`config.mk`:
```
export PLATFORM = sky130hd
export DESIGN_NAME = io_port_bank
export DESIGN_NICKNAME = d
export VERILOG_FILES = /design/src/rtl/io_port_pkg.sv /design/src/rtl/port_latch.sv /design/src/rtl/pin_sync.sv /design/src/rtl/edge_fall.sv /design/src/rtl/io_port_bank.sv
export SDC_FILE = /design/constraint.sdc
export NUM_CORES = 1
export LEC_CHECK = 0
export BUFFER_PORTS_ARGS = -buffer_cell sky130_fd_sc_hd__clkbuf_2
export CORE_AREA = 2 2 58 60
export DETAILED_ROUTE_END_ITERATION = 7
export DIE_AREA = 0 0 60 62
export GPL_ROUTABILITY_DRIVEN = 0
export PLACE_DENSITY_LB_ADDON = 0.1
export SYNTH_ARGS = -nofsm -noshare
export SYNTH_HDL_FRONTEND = slang
export SYNTH_SLANG_ARGS = --single-unit
```
`constraint.sdc`:
```
create_clock -name clk_i -period 2.7 [get_ports clk_i]
set_input_delay 0.54 -clock clk_i [delete_from_list [all_inputs] [get_ports clk_i]]
set_output_delay 0.54 -clock clk_i [all_outputs]
set_load 0.02 [all_outputs]
```
`src/rtl/io_port_pkg.sv`:
```
package io_port_pkg;
  localparam int NIB_W  = 4;
  localparam int IDX_W  = 5;
  localparam int NPORTS = 3;
  localparam int PC_PINS = 2;
  localparam int PIN_W  = 2 * NIB_W + PC_PINS + 1;
  localparam int HOLD_BIT = 2;

  typedef enum logic [1:0] {
    NIB_A     = 2'd0,
    NIB_B     = 2'd1,
    NIB_C     = 2'd2,
    NIB_SENSE = 2'd3
  } nib_sel_e;
endpackage

```
`src/rtl/port_latch.sv`:
```
module port_latch #(
  parameter int W = 4,
  localparam int SEL_W = $clog2(W)
) (
  input  logic             clk_i,
  input  logic             rst_ni,
  input  logic             nib_we_i,
  input  logic [W-1:0]     nib_d_i,
  input  logic             bit_we_i,
  input  logic [SEL_W-1:0] bit_sel_i,
  input  logic             bit_val_i,
  output logic [W-1:0]     q_o
);
  logic [W-1:0] nxt;

  always_comb begin
    nxt = q_o;
    if (nib_we_i) nxt = nib_d_i;
    // bit op overrides nibble data in its own bit
    if (bit_we_i) nxt[bit_sel_i] = bit_val_i;
  end

  always_ff @(posedge clk_i or negedge rst_ni) begin
    if (!rst_ni) q_o <= '1;
    else         q_o <= nxt;
  end
endmodule

```
`src/rtl/pin_sync.sv`:
```
module pin_sync #(
  parameter int W = 11,
  parameter int STAGES = 2
) (
  input  logic         clk_i,
  input  logic         rst_ni,
  input  logic [W-1:0] d_i,
  output logic [W-1:0] q_o
);
  logic [W-1:0] st [STAGES];

  // reset to pulled-up idle so no false edge after reset
  always_ff @(posedge clk_i or negedge rst_ni) begin
    if (!rst_ni) st[0] <= '1;
    else         st[0] <= d_i;
  end

  for (genvar s = 1; s < STAGES; s++) begin : g_stage
    always_ff @(posedge clk_i or negedge rst_ni) begin
      if (!rst_ni) st[s] <= '1;
      else         st[s] <= st[s-1];
    end
  end

  assign q_o = st[STAGES-1];
endmodule

```
`src/rtl/edge_fall.sv`:
```
module edge_fall #(
  parameter int W = 2
) (
  input  logic         clk_i,
  input  logic         rst_ni,
  input  logic [W-1:0] lvl_i,
  input  logic [W-1:0] en_i,
  output logic [W-1:0] pulse_o
);
  logic [W-1:0] prev_q;

  always_ff @(posedge clk_i or negedge rst_ni) begin
    if (!rst_ni) prev_q <= '1;
    else         prev_q <= lvl_i;
  end

  assign pulse_o = prev_q & ~lvl_i & en_i;
endmodule

```
`src/rtl/io_port_bank.sv`:
```
module io_port_bank
  import io_port_pkg::*;
#(
  parameter int SYNC_STAGES = 2
) (
  input  logic             clk_i,
  input  logic             rst_ni,
  input  logic             nib_we_i,
  input  logic [1:0]       nib_addr_i,
  input  logic [NIB_W-1:0] nib_wdata_i,
  output logic [NIB_W-1:0] nib_rdata_o,
  input  logic [IDX_W-1:0] bit_idx_i,
  input  logic             bit_set_i,
  input  logic             bit_clr_i,
  output logic             bit_test_o,
  input  logic [NIB_W-1:0] pa_pin_i,
  output logic [NIB_W-1:0] pa_lat_o,
  input  logic [NIB_W-1:0] pb_pin_i,
  output logic [NIB_W-1:0] pb_lat_o,
  input  logic [PC_PINS-1:0] pc_pin_i,
  output logic [PC_PINS-1:0] pc_lat_o,
  input  logic             hold_pin_i,
  output logic             hold_lat_o,
  input  logic             eir0_i,
  output logic             irq1_o,
  output logic             irq2_o
);
  localparam int SEL_W = $clog2(NIB_W);
  localparam int HOLD_POS = PIN_W - 1;
  localparam int PC0_POS = 2 * NIB_W;

  logic [NIB_W-1:0] lat [NPORTS];
  logic [PIN_W-1:0] pin_raw, pin_s;
  logic [1:0]       irq_vec;
  logic             bit_op;
  logic [IDX_W-SEL_W-1:0] idx_port;
  logic [SEL_W-1:0] idx_sel;

  assign bit_op   = bit_set_i | bit_clr_i;
  assign idx_port = bit_idx_i[IDX_W-1:SEL_W];
  assign idx_sel  = bit_idx_i[SEL_W-1:0];

  for (genvar p = 0; p < NPORTS; p++) begin : g_port
    port_latch #(.W(NIB_W)) u_lat (
      .clk_i     (clk_i),
      .rst_ni    (rst_ni),
      .nib_we_i  (nib_we_i && (nib_addr_i == 2'(p))),
      .nib_d_i   (nib_wdata_i),
      .bit_we_i  (bit_op && (idx_port == (IDX_W-SEL_W)'(p))),
      .bit_sel_i (idx_sel),
      .bit_val_i (~bit_clr_i),
      .q_o       (lat[p])
    );
  end

  assign pa_lat_o   = lat[0];
  assign pb_lat_o   = lat[1];
  assign pc_lat_o   = lat[2][PC_PINS-1:0];
  assign hold_lat_o = lat[2][HOLD_BIT];

  assign pin_raw = {hold_pin_i, pc_pin_i, pb_pin_i, pa_pin_i};

  pin_sync #(.W(PIN_W), .STAGES(SYNC_STAGES)) u_sync (
    .clk_i  (clk_i),
    .rst_ni (rst_ni),
    .d_i    (pin_raw),
    .q_o    (pin_s)
  );

  edge_fall #(.W(2)) u_edge (
    .clk_i   (clk_i),
    .rst_ni  (rst_ni),
    .lvl_i   ({pin_s[PC0_POS], pin_s[HOLD_POS]}),
    .en_i    ({eir0_i, 1'b1}),
    .pulse_o (irq_vec)
  );

  assign irq1_o = irq_vec[0];
  assign irq2_o = irq_vec[1];

  always_comb begin
    unique case (nib_sel_e'(nib_addr_i))
      NIB_A:   nib_rdata_o = pin_s[NIB_W-1:0];
      NIB_B:   nib_rdata_o = pin_s[2*NIB_W-1:NIB_W];
      NIB_C:   nib_rdata_o = {lat[2][NIB_W-1:PC_PINS], pin_s[PC0_POS +: PC_PINS]};
      default: nib_rdata_o = {{(NIB_W-1){1'b0}}, ~pin_s[HOLD_POS]};
    endcase
  end

  always_comb begin
    case (idx_port)
      (IDX_W-SEL_W)'(0): bit_test_o = pin_s[idx_sel];
      (IDX_W-SEL_W)'(1): bit_test_o = pin_s[NIB_W + int'(idx_sel)];
      (IDX_W-SEL_W)'(2): bit_test_o = (int'(idx_sel) < PC_PINS) ?
                                      pin_s[PC0_POS + int'(idx_sel)] : lat[2][idx_sel];
      default:           bit_test_o = 1'b0;
    endcase
  end
endmodule

```
[After elaboration in Yosys (flattened, before gate mapping)]
Index checks and enable logic that the tools add are counted.
Storage, ports and cells
  logic and storage cells: 57
  flip-flop bits (word level): 36
  input bits: 28
Cells by class
  add/subtract/negate cells: 2
  equality and inequality tests: 4
  multiplexer cells: 24
  $lt $le $gt $ge: 6
  bitwise operators: 6
  reductions and logical operators: 9
Operators with widths (count)
  $mux W4: 6
  $bwmux W4: 3
  $pmux W4 S3: 1
  $bmux W1 S4: 2
  $mux W1: 8
  $logic_and A1 B1 Y1: 7
  $add A4 B2 Y5 const A: 1
  $lt A2 B5 Y1 const B: 1
  $lt A4 B5 Y1 const B: 1
  $lt A5 B5 Y1 const B: 1
  $add A3 B2 Y4 const A: 1
  $and A2 B2 Y2: 2
  $bmux W1 S2: 2
  $eq A3 B1 Y1 const B: 1
  $eq A3 B2 Y1 const B: 1
  $logic_not A3 Y1: 1
  $lt A2 B3 Y1 const B: 1
  $pmux W1 S3: 1
  $demux W1 S2: 1
  $eq A2 B1 Y1 const B: 1
  $eq A2 B2 Y1 const B: 1
  $ge A2 B1 Y1 const B: 1
  $logic_not A2 Y1: 1
  $lt A2 B2 Y1 const B: 1
  other kinds (3): 4

[Logic depth before layout (Yosys ltp)]
Gate-level depths: netlist of run 1.
  depth after elaboration: 6
  gate-level depth with buffers: 4
  depth with buffers taken out: 3

[Cells and area by module]
Synthesis of run 1 repeated with hierarchy kept, for this count alone.
Second synthesis, totals
  cells, all modules: 117
  area, all modules: 1704.1 um^2
Modules (own cells, without submodules)
  port_latch: seq. area each 105.1 um^2, area each 234.0 um^2, cells each 16, instances 3
  pin_sync: seq. area each 578.1 um^2, area each 660.6 um^2, cells each 33, instances 1
  io_port_bank: seq. area each 0.0 um^2, area each 271.5 um^2, cells each 32, instances 1
  edge_fall: seq. area each 52.6 um^2, area each 70.1 um^2, cells each 4, instances 1

[Least setup slack after synthesis of run 1]
OpenSTA, ideal clock, no wires.
  path type: input to output
  from: input bit_idx_i[0]
  to: output bit_test_o
  data required time: 2.160 ns
  arrival time: 1.776 ns
  cell stages on the path: 4
  slack: 0.384 ns
  buffers on the path: 1
  path through: buf_6 > mux4_1 > o22ai_1 > o41ai_1
On the way
  cells in the longest elaborated chain, start to end: 6
Ends and longest elaborated chain
  start, declared: line io_port_bank.sv:12  | input logic [IDX_W-1:0] bit_idx_i,
  $add A4 B2 Y5: line io_port_bank.sv:95  | pin_s[PC0_POS + int'(idx_sel)] : lat[2][idx_sel];
  $bmux W1 S4: line io_port_bank.sv:95
  $mux W1 (not written as such) (2 in series): line io_port_bank.sv:95
  $mux W1: line io_port_bank.sv:94  | (IDX_W-SEL_W)'(2): bit_test_o = (int'(idx_sel) < PC_PINS) ?
  $pmux W1 S3 *: line io_port_bank.sv:91  | case (idx_port)
  end, declared: line io_port_bank.sv:15  | output logic bit_test_o,
Every way passes the cells marked *; elsewhere a longest branch is shown, timed or not. The select of a mux whose other input is x is not followed.

[Worst setup path in the final report of run 1]
  from: register g_port[2].u_lat.q_o[2]
  to: output bit_test_o
On the way
  cells in the longest elaborated chain, start to end: 4
Ends and longest elaborated chain
  start, declared: line port_latch.sv:12  | output logic [W-1:0] q_o
  start signal, assigned: line port_latch.sv:25  | else q_o <= nxt;
  $bmux W1 S2: line io_port_bank.sv:95
  $mux W1 (not written as such): line io_port_bank.sv:95
  $mux W1: line io_port_bank.sv:94
  $pmux W1 S3: line io_port_bank.sv:91
No other way between the ends. The select of a mux whose other input is x is not followed.

==> results.json, run 1 <==
{
  "yosysTopAreaCellShare": 0.577,
  "pre_cts_ws_ps": 407,
  "cts_tree": "built",
  "crit_family": "flip-flops",
  "syn2layout_area_growth_pct": 18.0,
  "routedWlPerCell_um": 14.9,
  "viasPerCell": 5.10,
  "critPathRequiredTime_ps": 2160,
  "p_int_w": 0.000926,
  "p_switching_w": 0.000348,
  "yosysTopAreaCell": "dfstp_2",
  "drv_cap": 0,
  "place_hpwl_um": 2300,
  "crit_path_end_kind": "primary output",
  "place_area_sq_mm": 0.00185,
  "fp.dieW_um": 60,
  "core_sq_mm": 0.00318,
  "final_util": 0.608,
  "initial_core_util": 0.516,
  "ant_nets": 0,
  "dieArea_sq_mm": 0.00372,
  "grtUsageMet3": 0.0621,
  "clock-sinks": 36,
  "fin_crit_sh": 0.858,
  "grt_pass1_wl_um": 4680,
  "first_global_vias": 965,
  "slew_headroom": 0.384,
  "grt_overflow": 0,
  "initialDrtViolationCount": 40,
  "rows": 21,
  "tightest_slew_ps": 923,
  "syn_inst": 115,
  "critPathBufInv": 1,
  "yosysWarnings": 0,
  "root_buffer": "clkbuf_4",
  "port_buffers": 45,
  "setup_viol": 0,
  "p_seq_frac": 0.526,
  "yosys-top-cells-count": "36 x dfstp_2, 28 x mux2i_1, 6 x nor3_1, 5 x nand2_1, 4 x nor4_2",
  "clk_pin_slew_ps": 110,
  "synth_area_leaders": "dfstp_2 58%, mux2i_1 17%, mux4_1 3.2%, nor4_2 3.1%, buf_6 2.1%",
  "power_density_mw_per_mm2": 659,
  "critPathMaxFanout": 4,
  "hold_slack_ps": 285,
  "syn_area_sq_mm": 0.00164,
  "htreeDepth": 2,
  "cellLeakagePower_nw": 0.837,
  "drive_gt1_frac": 0.610,
  "drt_wl_total_um": 3060,
  "vdd_drop_max_v": 0.000373,
  "max_freq_mhz": 432,
  "hold_viol": 0,
  "cp.arrival_ps": 1780,
  "fin_crit_ps": 2320,
  "ys_seq_area_frac": 0.577,
  "io_pins": 46,
  "cts_hold_buf": 0,
  "rsz0062_at_grt": "no",
  "nets": 186,
  "grt_use_met2": 0.303,
  "async_reset_ff_frac": 1.00,
  "die_h_um": 62,
  "path_class": "reg -> out",
  "ys_types": 28,
  "dr.pass1.iters": 4,
  "synth-main-ff-cell": "dfstp_2",
  "postCtsSetupBuffers": 0,
  "skew_ps": 9.43,
  "grt_max_degree": 37,
  "stdcell_area_sq_mm": 0.00193,
  "synth.most_common_cell": "dfstp_2",
  "insertedDiodeCount": 0,
  "numCtsBuffers": 5,
  "cts_resized": 0,
  "hp-class": "in -> reg",
  "global_route.usage.met1": 0.232,
  "combinationalPowerShare": 0.187,
  "ys_ff_latch": 36,
  "grt_usage": 0.185,
  "p_sw_frac": 0.273,
  "clock_latency_ps": 320,
  "p_clk_frac": 0.286,
  "synth_edf_count": 0,
  "syn-num-nets": 143,
  "cpPeakStageDelay_ps": 580,
  "drv_slew": 0,
  "start_kind": "register",
  "cts_buffer_depth": 2,
  "drc": 0,
  "crit_slowest_cell": "dfstp_2",
  "via_count": 1046,
  "crit_chain": "mux4_1, or3b_1, o41ai_1, clkbuf_2",
  "status": "finished, final reports clean",
  "fin_ws_ps": 384,
  "avgSynthCellArea_sq_um": 14.3,
  "setup_tns_ps": 0,
  "antenna_found_initial": 0,
  "top_usage_layer": "met2"
}
==> kinds of logic (layout without fill, tap and decap cells) <==
| family | after synthesis | in the layout | synth area share |
|---|---|---|---|
| muxes | 32 | 32 | 0.224 |
| AOI/OAI and AO/OA | 6 | 6 | 0.0229 |
| and+or+nand+nor | 31 | 31 | 0.133 |
| DFF | 36 | 36 | 0.577 |
| buffers and inverters | 10 | 54 | 0.0435 |
==> state kept, by name (all words and copies together) (netlist names) <==
signal            flops
g_port.u_lat.q_o     12
u_sync.q_o           11
u_sync.st            11
u_edge.prev_q         2
==> final cells by class <==
cell class / count / area (sq um)
Fill cell: 274 / 1240
Sequential cell: 36 / 946
Multi-Input combinational cell: 69 / 622
Timing Repair Buffer: 45 / 225
Tap cell: 46 / 57.6
Clock inverter: 3 / 42.5
Clock buffer: 5 / 37.5
Inverter: 1 / 3.75
==> worst register-to-register path, stage by stage (launching register included) <==
cell,delay (ps)
dfstp_2,580
mux2i_1,80
mux2i_1,130
==> routing by layer <==
layer  vias to the layer above  wire (um)
li1                        500          -
met1                       514       1280
met2                        30       1630
met3                         2        142
met4                         0         15
met5                         -          0
==> worst paths after layout <==
check / start / to / slack (ps) / cells after the start
worst max-delay path: g_port[2].u_lat.q_o[2] / bit_test_o / 380 / 4
worst min register to register: u_sync.st[20] / u_sync.q_o[9] / 350 / 0
worst min-delay path: pb_pin_i[3] / u_sync.st[18] / 290 / 1
worst max register to register: g_port[2].u_lat.q_o[2] / g_port[2].u_lat.q_o[2] / 1850 / 2
min in group asynchronous: rst_ni / u_sync.q_o[3] / 710 / 1
max in group asynchronous: rst_ni / u_sync.st[12] / 1950 / 1
==> cells in the final DEF (no fill, tap or decap), types with 2 or more instances in the layout <==
master,count
clkbuf_2,45
nor3_1,6
mux4_1,2
nand2b_1,3
nand2_1,5
o21ai_0,3
nor4_2,4
dfstp_2,36
nor2b_1,2
clkbuf_4,5
mux2i_1,28
nand3b_1,2
nor2_1,2
==> power groups by stage <==
stage / clock network, W / registers [W] / logic, W
floorplan: 0 / 0.000709 / 0.000128
global placement: 0 / 0.000676 / 0.000238
finish: 0.000365 / 0.000671 / 0.000238
global route: 0.000405 / 0.000678 / 0.000264
CTS: 0.000384 / 0.000672 / 0.000242
detailed placement: 0 / 0.000679 / 0.000241
==> per-stage QoR <==
step / total power [W] / cells
2_1_floorplan: 0.000837 / 115
5_1_grt: 0.00135 / 205
3_5_place_dp: 0.000921 / 197
4_1_cts: 0.00130 / 205
6_report: 0.00127 / 205
3_3_place_gp: 0.000914 / 197
No activity file was read; power rests on OpenSTA's default activity.
==> inputs of run 2 (changes only) <==
--- a/config.mk
+++ b/config.mk
@@ -6,10 +6,11 @@
 export NUM_CORES = 1
 export LEC_CHECK = 0
 export BUFFER_PORTS_ARGS = -buffer_cell sky130_fd_sc_hd__clkbuf_2
-export CORE_AREA = 2 2 58 60
+export CORE_AREA = 2 2 68 70
 export DETAILED_ROUTE_END_ITERATION = 7
-export DIE_AREA = 0 0 60 62
+export DIE_AREA = 0 0 70 72
 export GPL_ROUTABILITY_DRIVEN = 0
+export HOLD_SLACK_MARGIN = 0.15
 export PLACE_DENSITY_LB_ADDON = 0.1
 export SYNTH_ARGS = -nofsm -noshare
 export SYNTH_HDL_FRONTEND = slang
==> results.json, run 2 (synthesis gave the netlist of run 1 again) <==
{
  "place_hpwl_um": 2510,
  "htreeDepth": 2,
  "power_density_mw_per_mm2": 670,
  "die_h_um": 72,
  "grt_max_degree": 37,
  "wl_met1_um": 1420,
  "grt_overflow": 0,
  "numCtsBuffers": 5,
  "largest_register": "g_port.u_lat.q_o",
  "root_buffer": "clkbuf_8",
  "place_area_sq_mm": 0.00186,
  "hold_viol": 0,
  "cellLeakagePower_nw": 0.840,
  "register_area_sq_um": 946,
  "r2r-start": "g_port[2].u_lat.q_o[2]",
  "fp.dieW_um": 70,
  "worst_hold_path.num_cells": 1,
  "wl_met3_um": 167,
  "critPathRequiredTime_ps": 2160,
  "whs_endpoint": "u_sync.st[18]",
  "start_kind": "input port",
  "core_sq_mm": 0.00426,
  "largest_registers": "g_port.u_lat.q_o x12, u_sync.q_o x11, u_sync.st x11",
  "nets": 186,
  "hp-class": "in -> reg",
  "insertedDiodeCount": 0,
  "rsz0062_at_grt": "no",
  "clock_latency_ps": 290,
  "hp-start": "pb_pin_i[3]",
  "drt_wl_total_um": 3340,
  "fin_crit_sh": 0.854,
  "status": "finished, final reports clean",
  "setup_viol": 0,
  "clk_pin_slew_ps": 80,
  "skew_ps": 6.39,
  "largest_register_ffs": 12,
  "dr.pass1.iters": 3,
  "max_freq_mhz": 434,
  "clock-sinks": 36,
  "drive_gt1_frac": 0.610,
  "grt_pass1_wl_um": 5630,
  "setup_tns_ps": 0,
  "io_pins": 46,
  "path_class": "in -> out",
  "cts_hold_buf": 0,
  "syn2layout_area_growth_pct": 19.5,
  "fin_crit_ps": 2300,
  "via_count": 1060,
  "drv_cap": 0,
  "crit_path_end_kind": "primary output",
  "routedWlPerCell_um": 15.8,
  "postCtsSetupBuffers": 0,
  "rows": 24,
  "critPathMaxFanout": 10,
  "cts_resized": 0,
  "tightest_slew_ps": 927,
  "cp.arrival_ps": 1760,
  "timing.rr.end": "g_port[2].u_lat.q_o[2]",
  "drv_slew": 0,
  "slew_headroom": 0.381,
  "routed.top_layer": "met4",
  "cts_tree": "built",
  "grt_usage": 0.145,
  "first_global_vias": 1100,
  "dieArea_sq_mm": 0.00504,
  "initial_core_util": 0.384,
  "port_buffers": 45,
  "multiInputGateArea_sq_um": 622,
  "fillCellCount": 417,
  "viasPerCell": 5.02,
  "ff2ff_path_depth": 2,
  "drc": 0,
  "initialDrtViolationCount": 41,
  "cts_buffer_depth": 2,
  "layout_commonest_cell": "clkbuf_2",
  "vdd_drop_max_v": 0.000361,
  "wl_met2_um": 1670,
  "ant_nets": 0,
  "ff2ff_setup_slack_ps": 1850,
  "antenna_found_initial": 0,
  "stdcell_area_sq_mm": 0.00196,
  "final_cell_mix": "45 x clkbuf_2, 36 x dfstp_2, 28 x mux2i_1, 6 x nor3_1, 6 x clkbuf_8"
}
-- run 2: cell count changes in the layout (fill, tap and decap cells not counted) --
cell / delta
clkbuf_8: +6
clkbuf_4: -5
bufinv_16: -1
clkinv_2: -1
clkinvlp_4: +1
-- run 2: cell type report --
| cell class | instances | share of cell area |
|---|---|---|
| Clock inverter | 2 | 0.00766 |
| Sequential cell | 36 | 0.483 |
| Clock buffer | 6 | 0.0421 |
| Tap cell | 52 | 0.0332 |
| Inverter | 1 | 0.00192 |
| Multi-Input combinational cell | 69 | 0.317 |
| Timing Repair Buffer | 45 | 0.115 |
-- run 2: power by group --
| group | internal [W] | switching (W) |
|---|---|---|
| clock network | 0.000206 | 0.000194 |
| logic | 0.0000949 | 0.000147 |
| registers | 0.000638 | 0.0000322 |
-- run 2: worst max-delay path by stage --
stage / startpoint / end / cells past startpoint
4_1_cts: bit_idx_i[0] / bit_test_o / 5
2_1_floorplan: bit_idx_i[0] / bit_test_o / 4
5_1_grt: bit_idx_i[0] / bit_test_o / 5
3_3_place_gp: bit_idx_i[0] / bit_test_o / 5
6_report: bit_idx_i[0] / bit_test_o / 5
3_5_place_dp: bit_idx_i[0] / bit_test_o / 5
-- run 2: worst max-delay path, stage by stage --
cell      delay, ps
clkbuf_2        240
mux4_1          590
o22ai_1         150
o41ai_1          80
clkbuf_2        160
-- run 2: metrics by stage --
stage	utilization	total power (W)	setup WS (ps)	instances	hold slack (ps)
CTS	0.460	0.00134	391	211	314
global placement	0.437	0.000919	443	203	346
floorplan	-	0.000837	384	115	345
detailed placement	0.437	0.000926	395	203	347
finish	0.460	0.00131	395	211	322
global route	0.460	0.00138	341	211	317
-- run 2: routing by layer --
metal | up-vias | track usage
met1 | 528 | 0.173
met3 | 7 | 0.0389
met4 | 0 | 0.0769
li1 | 495 | -
met5 | - | 0
met2 | 30 | 0.241
